File: src/rtl/csd_pkg.sv
package csd_pkg;

  typedef enum logic [1:0] {
    DIG_ZERO = 2'b00,
    DIG_POS  = 2'b01,
    DIG_NEG  = 2'b11
  } csd_digit_e;

  // One recoding position: current bit, next higher bit, incoming carry.
  // Returns {carry_out, digit code}.
  function automatic logic [2:0] csd_step(input logic b, input logic bn, input logic ci);
    logic [1:0] s;
    s = {1'b0, b} + {1'b0, ci};
    case (s)
      2'd1:    return bn ? {1'b1, DIG_NEG} : {1'b0, DIG_POS};
      2'd2:    return {1'b1, DIG_ZERO};
      default: return {1'b0, DIG_ZERO};
    endcase
  endfunction

endpackage

File: src/rtl/csd_recoder.sv
module csd_recoder #(
  parameter int COEF_W = 8
) (
  input  logic [COEF_W-1:0]       coef,
  output logic [2*(COEF_W+1)-1:0] digits,
  output logic                    carry_out
);
  import csd_pkg::*;

  logic [COEF_W+1:0] ext;
  logic [COEF_W+1:0] carry;

  assign ext      = {2'b00, coef};
  assign carry[0] = 1'b0;

  genvar i;
  generate
    for (i = 0; i <= COEF_W; i++) begin : g_pos
      logic [2:0] st;
      assign st                  = csd_step(ext[i], ext[i+1], carry[i]);
      assign digits[2*i+1 -: 2]  = st[1:0];
      assign carry[i+1]          = st[2];
    end
  endgenerate

  assign carry_out = carry[COEF_W+1];
endmodule

File: src/rtl/csd_pick_lowest.sv
module csd_pick_lowest #(
  parameter int POS_N = 9,
  parameter int IDX_W = 4
) (
  input  logic [POS_N-1:0] pending,
  output logic [POS_N-1:0] lowest,
  output logic [IDX_W-1:0] idx
);
  assign lowest = pending & (~pending + 1'b1);

  always_comb begin
    idx = '0;
    for (int i = POS_N - 1; i >= 0; i--) begin
      if (pending[i]) idx = IDX_W'(i);
    end
  end
endmodule

File: src/rtl/csd_term.sv
module csd_term #(
  parameter int DATA_W = 8,
  parameter int ACC_W  = 18,
  parameter int IDX_W  = 4
) (
  input  logic [DATA_W-1:0]       x,
  input  logic [IDX_W-1:0]        shamt,
  input  logic                    neg,
  output logic signed [ACC_W-1:0] term
);
  logic [ACC_W-1:0] mag;

  assign mag  = {{(ACC_W-DATA_W){1'b0}}, x} << shamt;
  assign term = neg ? -$signed(mag) : $signed(mag);
endmodule

File: src/rtl/csd_shift_mult.sv
module csd_shift_mult #(
  parameter int DATA_W = 8,
  parameter int COEF_W = 8
) (
  input  logic                       clk,
  input  logic                       rst_n,
  input  logic                       start,
  input  logic [COEF_W-1:0]          coef_in,
  input  logic [DATA_W-1:0]          x_in,
  output logic                       busy,
  output logic                       done,
  output logic [DATA_W+COEF_W-1:0]   product,
  output logic [2*(COEF_W+1)-1:0]    csd_digits
);
  localparam int POS_N  = COEF_W + 1;
  localparam int IDX_W  = $clog2(POS_N);
  localparam int ACC_W  = DATA_W + COEF_W + 2;
  localparam int PROD_W = DATA_W + COEF_W;
  localparam int DIG_W  = 2 * POS_N;
  localparam int VAL_W  = COEF_W + 3;

  logic [DIG_W-1:0]        recoded;
  logic                    rec_carry;
  logic [DIG_W-1:0]        dig_q;
  logic [POS_N-1:0]        pending_q, pending_next;
  logic [POS_N-1:0]        nz_rec, nz_q, neg_q;
  logic [POS_N-1:0]        lowest;
  logic [IDX_W-1:0]        idx;
  logic [DATA_W-1:0]       x_q;
  logic signed [ACC_W-1:0] acc_q, acc_next, term;
  logic [PROD_W-1:0]       prod_q;
  logic                    busy_q, done_q;
  logic                    accept, step_fire, finish, term_neg;

  csd_recoder #(.COEF_W(COEF_W)) u_recoder (
    .coef(coef_in), .digits(recoded), .carry_out(rec_carry)
  );

  genvar g;
  generate
    for (g = 0; g < POS_N; g++) begin : g_mask
      assign nz_rec[g] = recoded[2*g];
      assign nz_q[g]   = dig_q[2*g];
      assign neg_q[g]  = dig_q[2*g+1];
    end
  endgenerate

  csd_pick_lowest #(.POS_N(POS_N), .IDX_W(IDX_W)) u_pick (
    .pending(pending_q), .lowest(lowest), .idx(idx)
  );

  assign term_neg = |(lowest & neg_q);

  csd_term #(.DATA_W(DATA_W), .ACC_W(ACC_W), .IDX_W(IDX_W)) u_term (
    .x(x_q), .shamt(idx), .neg(term_neg), .term(term)
  );

  assign acc_next     = acc_q + term;
  assign pending_next = pending_q & ~lowest;
  assign accept       = start && !busy_q;
  assign step_fire    = busy_q && (pending_q != '0);
  assign finish       = busy_q && (pending_next == '0);

  always_ff @(posedge clk or negedge rst_n) begin
    if (!rst_n) begin
      busy_q    <= 1'b0;
      done_q    <= 1'b0;
      dig_q     <= '0;
      pending_q <= '0;
      x_q       <= '0;
      acc_q     <= '0;
      prod_q    <= '0;
    end else begin
      done_q <= 1'b0;
      if (accept) begin
        busy_q    <= 1'b1;
        dig_q     <= recoded;
        pending_q <= nz_rec;
        x_q       <= x_in;
        acc_q     <= '0;
      end else if (busy_q) begin
        if (step_fire) begin
          acc_q     <= acc_next;
          pending_q <= pending_next;
        end
        if (finish) begin
          busy_q <= 1'b0;
          done_q <= 1'b1;
          prod_q <= step_fire ? acc_next[PROD_W-1:0] : acc_q[PROD_W-1:0];
        end
      end
    end
  end

  assign busy       = busy_q;
  assign done       = done_q;
  assign product    = prod_q;
  assign csd_digits = dig_q;

  function automatic logic signed [VAL_W-1:0] digit_value(input logic [DIG_W-1:0] d);
    logic signed [VAL_W-1:0] v;
    v = '0;
    for (int i = 0; i < POS_N; i++) begin
      if (d[2*i]) begin
        if (d[2*i+1]) v = v - (VAL_W'(1) << i);
        else          v = v + (VAL_W'(1) << i);
      end
    end
    return v;
  endfunction

  assert_digit_code_R2: assert property (@(posedge clk) disable iff (!rst_n)
    (neg_q & ~nz_q) == '0);
  assert_recode_closed_R2: assert property (@(posedge clk) disable iff (!rst_n)
    accept |-> !rec_carry);
  assert_digit_sum_R2: assert property (@(posedge clk) disable iff (!rst_n)
    accept |=> digit_value(dig_q) == $signed({3'b000, $past(coef_in)}));
  assert_no_adjacent_R3: assert property (@(posedge clk) disable iff (!rst_n)
    (nz_q & (nz_q >> 1)) == '0);
  assert_weight_bound_R4: assert property (@(posedge clk) disable iff (!rst_n)
    $countones(nz_q) <= (COEF_W + 2) / 2);
  assert_product_hold_R5: assert property (@(posedge clk) disable iff (!rst_n)
    !finish |=> $stable(prod_q));
  assert_one_digit_R6: assert property (@(posedge clk) disable iff (!rst_n)
    step_fire |=> ($countones(pending_q) + 1 == $countones($past(pending_q))));
  assert_done_pulse_R6: assert property (@(posedge clk) disable iff (!rst_n)
    done_q |=> !done_q);
  assert_done_idle_R6: assert property (@(posedge clk) disable iff (!rst_n)
    done_q |-> !busy_q);
  assert_start_ignored_R7: assert property (@(posedge clk) disable iff (!rst_n)
    (busy_q && start) |=> ($stable(dig_q) && $stable(x_q)));
endmodule

File: config.mk
export PLATFORM = sky130hd
export DESIGN_NAME = csd_shift_mult
export DESIGN_NICKNAME = d
export VERILOG_FILES = /design/src/rtl/csd_pkg.sv /design/src/rtl/csd_recoder.sv /design/src/rtl/csd_pick_lowest.sv /design/src/rtl/csd_term.sv /design/src/rtl/csd_shift_mult.sv
export SDC_FILE = /design/constraint.sdc
export NUM_CORES = 1
export LEC_CHECK = 0
export ABC_AREA = 0
export CORE_ASPECT_RATIO = 0.9
export CORE_UTILIZATION = 64
export CTS_BUF_LIST = sky130_fd_sc_hd__clkbuf_4 sky130_fd_sc_hd__clkbuf_8 sky130_fd_sc_hd__clkbuf_16
export DETAILED_ROUTE_END_ITERATION = 6
export DONT_BUFFER_PORTS = 1
export PLACE_DENSITY = 0.9
export SKIP_CTS_REPAIR_TIMING = 1
export SLEW_MARGIN = 20
export SYNTH_ARGS = -nofsm -noshare
export SYNTH_HDL_FRONTEND = slang
export SYNTH_SLANG_ARGS = --single-unit
File: constraint.sdc
create_clock -name clk -period 6.3 [get_ports clk]
set_input_delay 0.315 -clock clk [delete_from_list [all_inputs] [get_ports clk]]
set_output_delay 0.315 -clock clk [all_outputs]
set_load 0.01 [all_outputs]
== Word-level counts from Yosys, hierarchy flattened ==
Cells that the tools add are included.
W data, S select, Z words.
Storage, ports and cells
  register bits after elaboration: 71
  input bits: 19
  output and inout port bits: 36
Operators by class
  add/subtract/negate cells: 10
  equality and inequality tests: 14
  shift operators: 1
  multiplexer cells: 39
  bitwise gates (word level): 6
  reductions and logical operators: 11
Operators by type and width (count)
  $mux W18: 4
  $pmux W3 S2: 7
  $mux W4: 9
  $and A9 B9 Y9: 3
  $mux W9: 3
  $mux W3: 8
  $add A18 B18 Y18: 1
  $neg A18 Y18: 1
  $not A9 Y9: 2
  $shl A8 B4 Y18: 1
  $mux W16: 1
  $add A1 B1 Y2: 7
  $eq A2 B1 Y1 const B: 7
  $eq A2 B2 Y1 const B: 7
  $add A9 B1 Y9 const B: 1
  $logic_not A9 Y1: 1
  $reduce_bool A9 Y1: 1
  $reduce_or A9 Y1: 1
  $mux W1: 7
  $reduce_bool A2 Y1: 2
  $logic_and A1 B1 Y1: 3
  $reduce_and A3 Y1: 1
  $reduce_and A2 Y1: 1
  $logic_not A1 Y1: 1
  $not A1 Y1: 1

== Longest topological paths before layout ==
  depth in word-level cells: 25
  gate-level depth with buffers: 23
  mapped depth without buffers: 22

== Hierarchy ==
Synthesis repeated with hierarchy kept, for this count alone.
Unflattened totals
  cell total of the unflattened synthesis: 617
  area, all modules: 5255.0 um^2
Modules (own cells, without submodules)
  csd_shift_mult: times used 1, cells each 390, area an instance 3589.7 um^2
  csd_term: times used 1, cells each 158, area an instance 1194.9 um^2
  csd_recoder: times used 1, cells each 45, area an instance 314.1 um^2
  csd_pick_lowest: times used 1, cells each 24, area an instance 156.4 um^2

== Worst setup path after synthesis ==
OpenSTA, ideal clock, no wires.
  path type: flip-flop to flip-flop
  start: register pending_q[6]
  end: register prod_q[15] (netlist: product[15])
  setup time: 128 ps
  data arrival time: 4644 ps
  data required time: 6172 ps
  slack: 1528 ps
  stages on the path, launching flop included: 22
  clock period less this slack: 4772 ps
  cells stage by stage: dfrtp_1 -> buf_6 -> nand2b_4 -> a2111o_1 -> nand2_4 -> mux4_2 -> a32oi_2 -> and2_1 -> nand4_1 -> nand2_1 -> xnor2_1 -> ha_1 -> a21o_1 -> a2111oi_0 -> nor4_1 -> nor2_1 -> a311o_1 -> o21ai_0 -> or2_2 -> mux2_4 -> xor2_1 -> o21ai_2
Between the ends
  cells in the longest elaborated chain, start to end: 12
  elaborated cells on any way between the ends: 24
Ends and longest elaborated chain
  start: declaration: RTL line csd_shift_mult.sv:25  | logic [POS_N-1:0] pending_q, pending_next;
  start signal: assignment: RTL line csd_shift_mult.sv:78  | pending_q <= nz_rec;
  start signal: assignment: RTL line csd_shift_mult.sv:84  | pending_q <= pending_next;
  $mux W4 (7 in series): RTL line csd_pick_lowest.sv:14  | if (pending[i]) idx = IDX_W'(i);
  $shl A8 B4 Y18: RTL line csd_term.sv:13  | assign mag = {{(ACC_W-DATA_W){1'b0}}, x} << shamt;
  $neg A18 Y18: RTL line csd_term.sv:14  | assign term = neg ? -$signed(mag) : $signed(mag);
  $mux W18: RTL line csd_term.sv:14
  $add A18 B18 Y18: RTL line csd_shift_mult.sv:58  | assign acc_next = acc_q + term;
  $mux W16: RTL line csd_shift_mult.sv:89  | prod_q <= step_fire ? acc_next[PROD_W-1:0] : acc_q[PROD_W-1:0];
  end signal: assignment: RTL line csd_shift_mult.sv:89
  end: declaration: RTL line csd_shift_mult.sv:31  | logic [PROD_W-1:0] prod_q;
Parallel ways exist; a longest one is shown, timed or not.
A chain may end at the register's enable or synchronous reset.

== Worst setup path in the final report ==
Ends and elaborated chain as after synthesis.

==> metrics.md <==
| Metric | Value |
|---|---|
| Area share of the largest cell type after synthesis | 36.58% |
| Max cap viols | 0 |
| Routed Antenna Nets | 0 |
| Relative slew slack | 53.18% |
| Post-synth ARST share | 100.0% |
| Synth-to-layout area growth | 6.361% |
| Clk slew on worst S/H paths | 80 ps |
| I/O Buffers | 0 |
| EDFF count, synth | 0 |
| Hold Path Stages | 2 |
| IO Pins | 55 |
| Post-layout minimum cycle time | 5399 ps |
| #FFs+latches synth | 67 |
| Post-synthesis compound-gate area fraction | 18.56% |
| Starting DRT DRC Count | 384 |
| WS Path Type | reg2reg |
| Total grt overflow | 0 |
| CTS root buffer | clkbuf_8 |
| Via/cell ratio | 6.367 |
| Mux cell area share after synthesis | 5.351% |
| GRT Util Overall | 31.00% |
| Main combinational cell family by area after synthesis | simple AND/OR/NAND/NOR gates |
| Hold path endpoint | x_q[4] |
| CTS Buf Count | 9 |
| Main flop type after synthesis | dfrtp_1 |
| Register area | 1677 um^2 |
| Clock skew | 15.59 ps |
| Residual DRC count | 0 |
| Total vias in the final route | 3986 |
| Placement Rows | 28 |
| Crit. End Element | flop |
| Synth warn | 0 |
| Post-Synthesis Cells | 543 |
| Worst slew pin tran | 702.1 ps |
| Critical path required time | 6520 ps |
| Slowest cell delay on critical path | 540 ps |
| Initial antenna violation count | 0 |
| Clock buffer depth | 2 |
| Final Hold Violating Endpoints | 0 |
| H-tree depth | 3 |
| Largest cells by area after synthesis | dfrtp_1, nand2_1, ha_1, nor2_1, o21ai_0 |
| Fillcell total | 499 |
| Commonest non-fill, non-tap cell in the layout | nand2_1 |
| Worst r2r dst | product[15] |
| Clk sinks | 67 |
| Multi-input logic area | 2721 um^2 |
| Initial Util | 67.78% |
| WP buf/inv | 0 |
| Worst r2r src | pending_q[6] |
| Largest net degree at the start of global routing | 68 |
| Wire length per cell | 17.38 um |
| Synth Area in XOR/XNOR | 4.586% |
| Most frequent cells in the layout | nand2_1, dfrtp_1, nor2_1, o21ai_0, a21oi_1 |
| CTS tree | built |
| Min-delay worst type | in2reg |
| Die Y-Extent | 82.28 um |
| Routability cong. | 0.9413 |
| RSZ-0062 raised after global routing | no |
| Hold Startpoint | x_in[4] |
| Pins Over Slew Limit | 0 |
| Vias in the first global route | 3657 |
| Final period util | 85.70% |
| Worst-Skew Late Latency | 360 ps |
| Core ar. | 6761 um^2 |
| Mapped Area | 4583 um^2 |
| Setup_tns | 0 ps |
| Startpoint types | flop |
| Syn avg cell area | 8.440 um^2 |
| Layout cells sized above 1 | 9.515% |
| # diodes | 0 |
| Worst R2R Path Depth | 20 |
| Fin nets | 580 |
| First-pass GRT wire length | 18.02 mm |
| Initial DRT Pass Iterations | 5 |
| HPWL Detailed | 7.832 mm |
| Largest area contributor in the synthesized netlist | dfrtp_1 |
| CP max FO | 10 |
| Netlist cell types | 72 |
| Crit path DAT | 5620 ps |
| Status | completed |
| Drt total wl | 10.88 mm |
| R2R Setup Slk | 900 ps |
| CP max stage cell | mux4_2 |
| Setup Viol. Count Final | 0 |
| Sequential area share after synthesis | 36.58% |
| CP Cell Sequence | nand2b_4, a2111o_1, nand2_4, mux4_2, a32oi_2, and2_1, nand4_1, nand2_1, xnor2_1, ha_1, a21o_1, a2111oi_0, nor4_1, nor2_1, a311o_1, o21ai_0, or2_2, mux2_4, xor2_1, o21ai_2 |
| Full die area | 7504 um^2 |
| Die width | 91.20 um |
| Max Freq | 185.2 MHz |
| Synth Area in Adders | 8.518% |
| Post-synthesis simple-gate area fraction | 21.59% |
| Largest delay share family, worst path | compound AO/OA/AOI/OAI gates |
==> cells in the mapped netlist, types with 10 or more instances <==
| cell type | number |
|---|---|
| a21oi_1 | 30 |
| clkbuf_1 | 17 |
| dfrtp_1 | 67 |
| ha_1 | 28 |
| inv_1 | 22 |
| mux2i_1 | 14 |
| nand2_1 | 105 |
| nand3_1 | 10 |
| nor2_1 | 49 |
| o21ai_0 | 35 |
| xnor2_1 | 14 |
| xor2_1 | 10 |
==> registers in the layout (all words and copies together) (netlist names) <==
| name | count |
|---|---|
| product | 16 |
| pending_q | 9 |
| x_q | 8 |
| done | 1 |
| busy | 1 |
| acc_q | 16 |
| csd_digits | 16 |
==> routing by layer <==
| metal | global-route usage [%] | vias up | wire [um] | part of all wire, % |
|---|---|---|---|---|
| li1 | - | 1870 | - | - |
| met1 | 42.39 | 1924 | 5013 | 46 |
| met2 | 48.48 | 173 | 4884 | 45 |
| met3 | 7.967 | 19 | 820 | 7.5 |
| met5 | 0 | - | 0 | 0 |
| met4 | 10.63 | 0 | 160 | 1.5 |
==> per-stage QoR <==
stage / hold slack, ps / util (%) / std cells / area [um^2] / setup WS (ps)
6_report: 66.78 / 72.09 / 626 / 4875 / 901.2
3_5_place_dp: 21.48 / 68.21 / 609 / 4612 / 1088
5_1_grt: 70.11 / 72.09 / 626 / 4875 / 481.3
2_1_floorplan: 19.41 / - / 544 / 4587 / 1528
3_3_place_gp: 21.52 / 68.21 / 609 / 4612 / 1210
4_1_cts: -365.4 / 71.37 / 624 / 4826 / 960.3
==> final cells by class <==
cell class                      count  share of cell area, %
Clock buffer                        9                  2.541
Clock inverter                      6                  1.848
Inverter                           22                  1.694
Multi-Input combinational cell    426                  55.83
Sequential cell                    67                  34.39
Tap cell                           90                  2.310
Timing Repair Buffer                6                  1.386
==> worst max-delay path by stage <==
stage	startpoint	end	slack (ps)	cells after the start
floorplan	pending_q[6]	product[15]	1530	21
global placement	pending_q[6]	product[15]	1210	20
detailed placement	pending_q[6]	product[15]	1090	20
CTS	pending_q[6]	product[15]	960	20
global route	pending_q[6]	product[15]	480	20
finish	pending_q[6]	product[15]	900	20
==> logic make-up after synthesis <==
kind of cell | after synthesis
and+or+nand+nor | 216
AOI/OAI and AO/OA | 131
DFF | 67
buffers and inverters | 51
adders and majority gates | 31
xor gates and xnor gates | 24
muxes | 22
other | 1
Power is left out: the tool's default activity adds up to more than one toggle a clock period on the data nets, which glitch-free logic cannot reach.
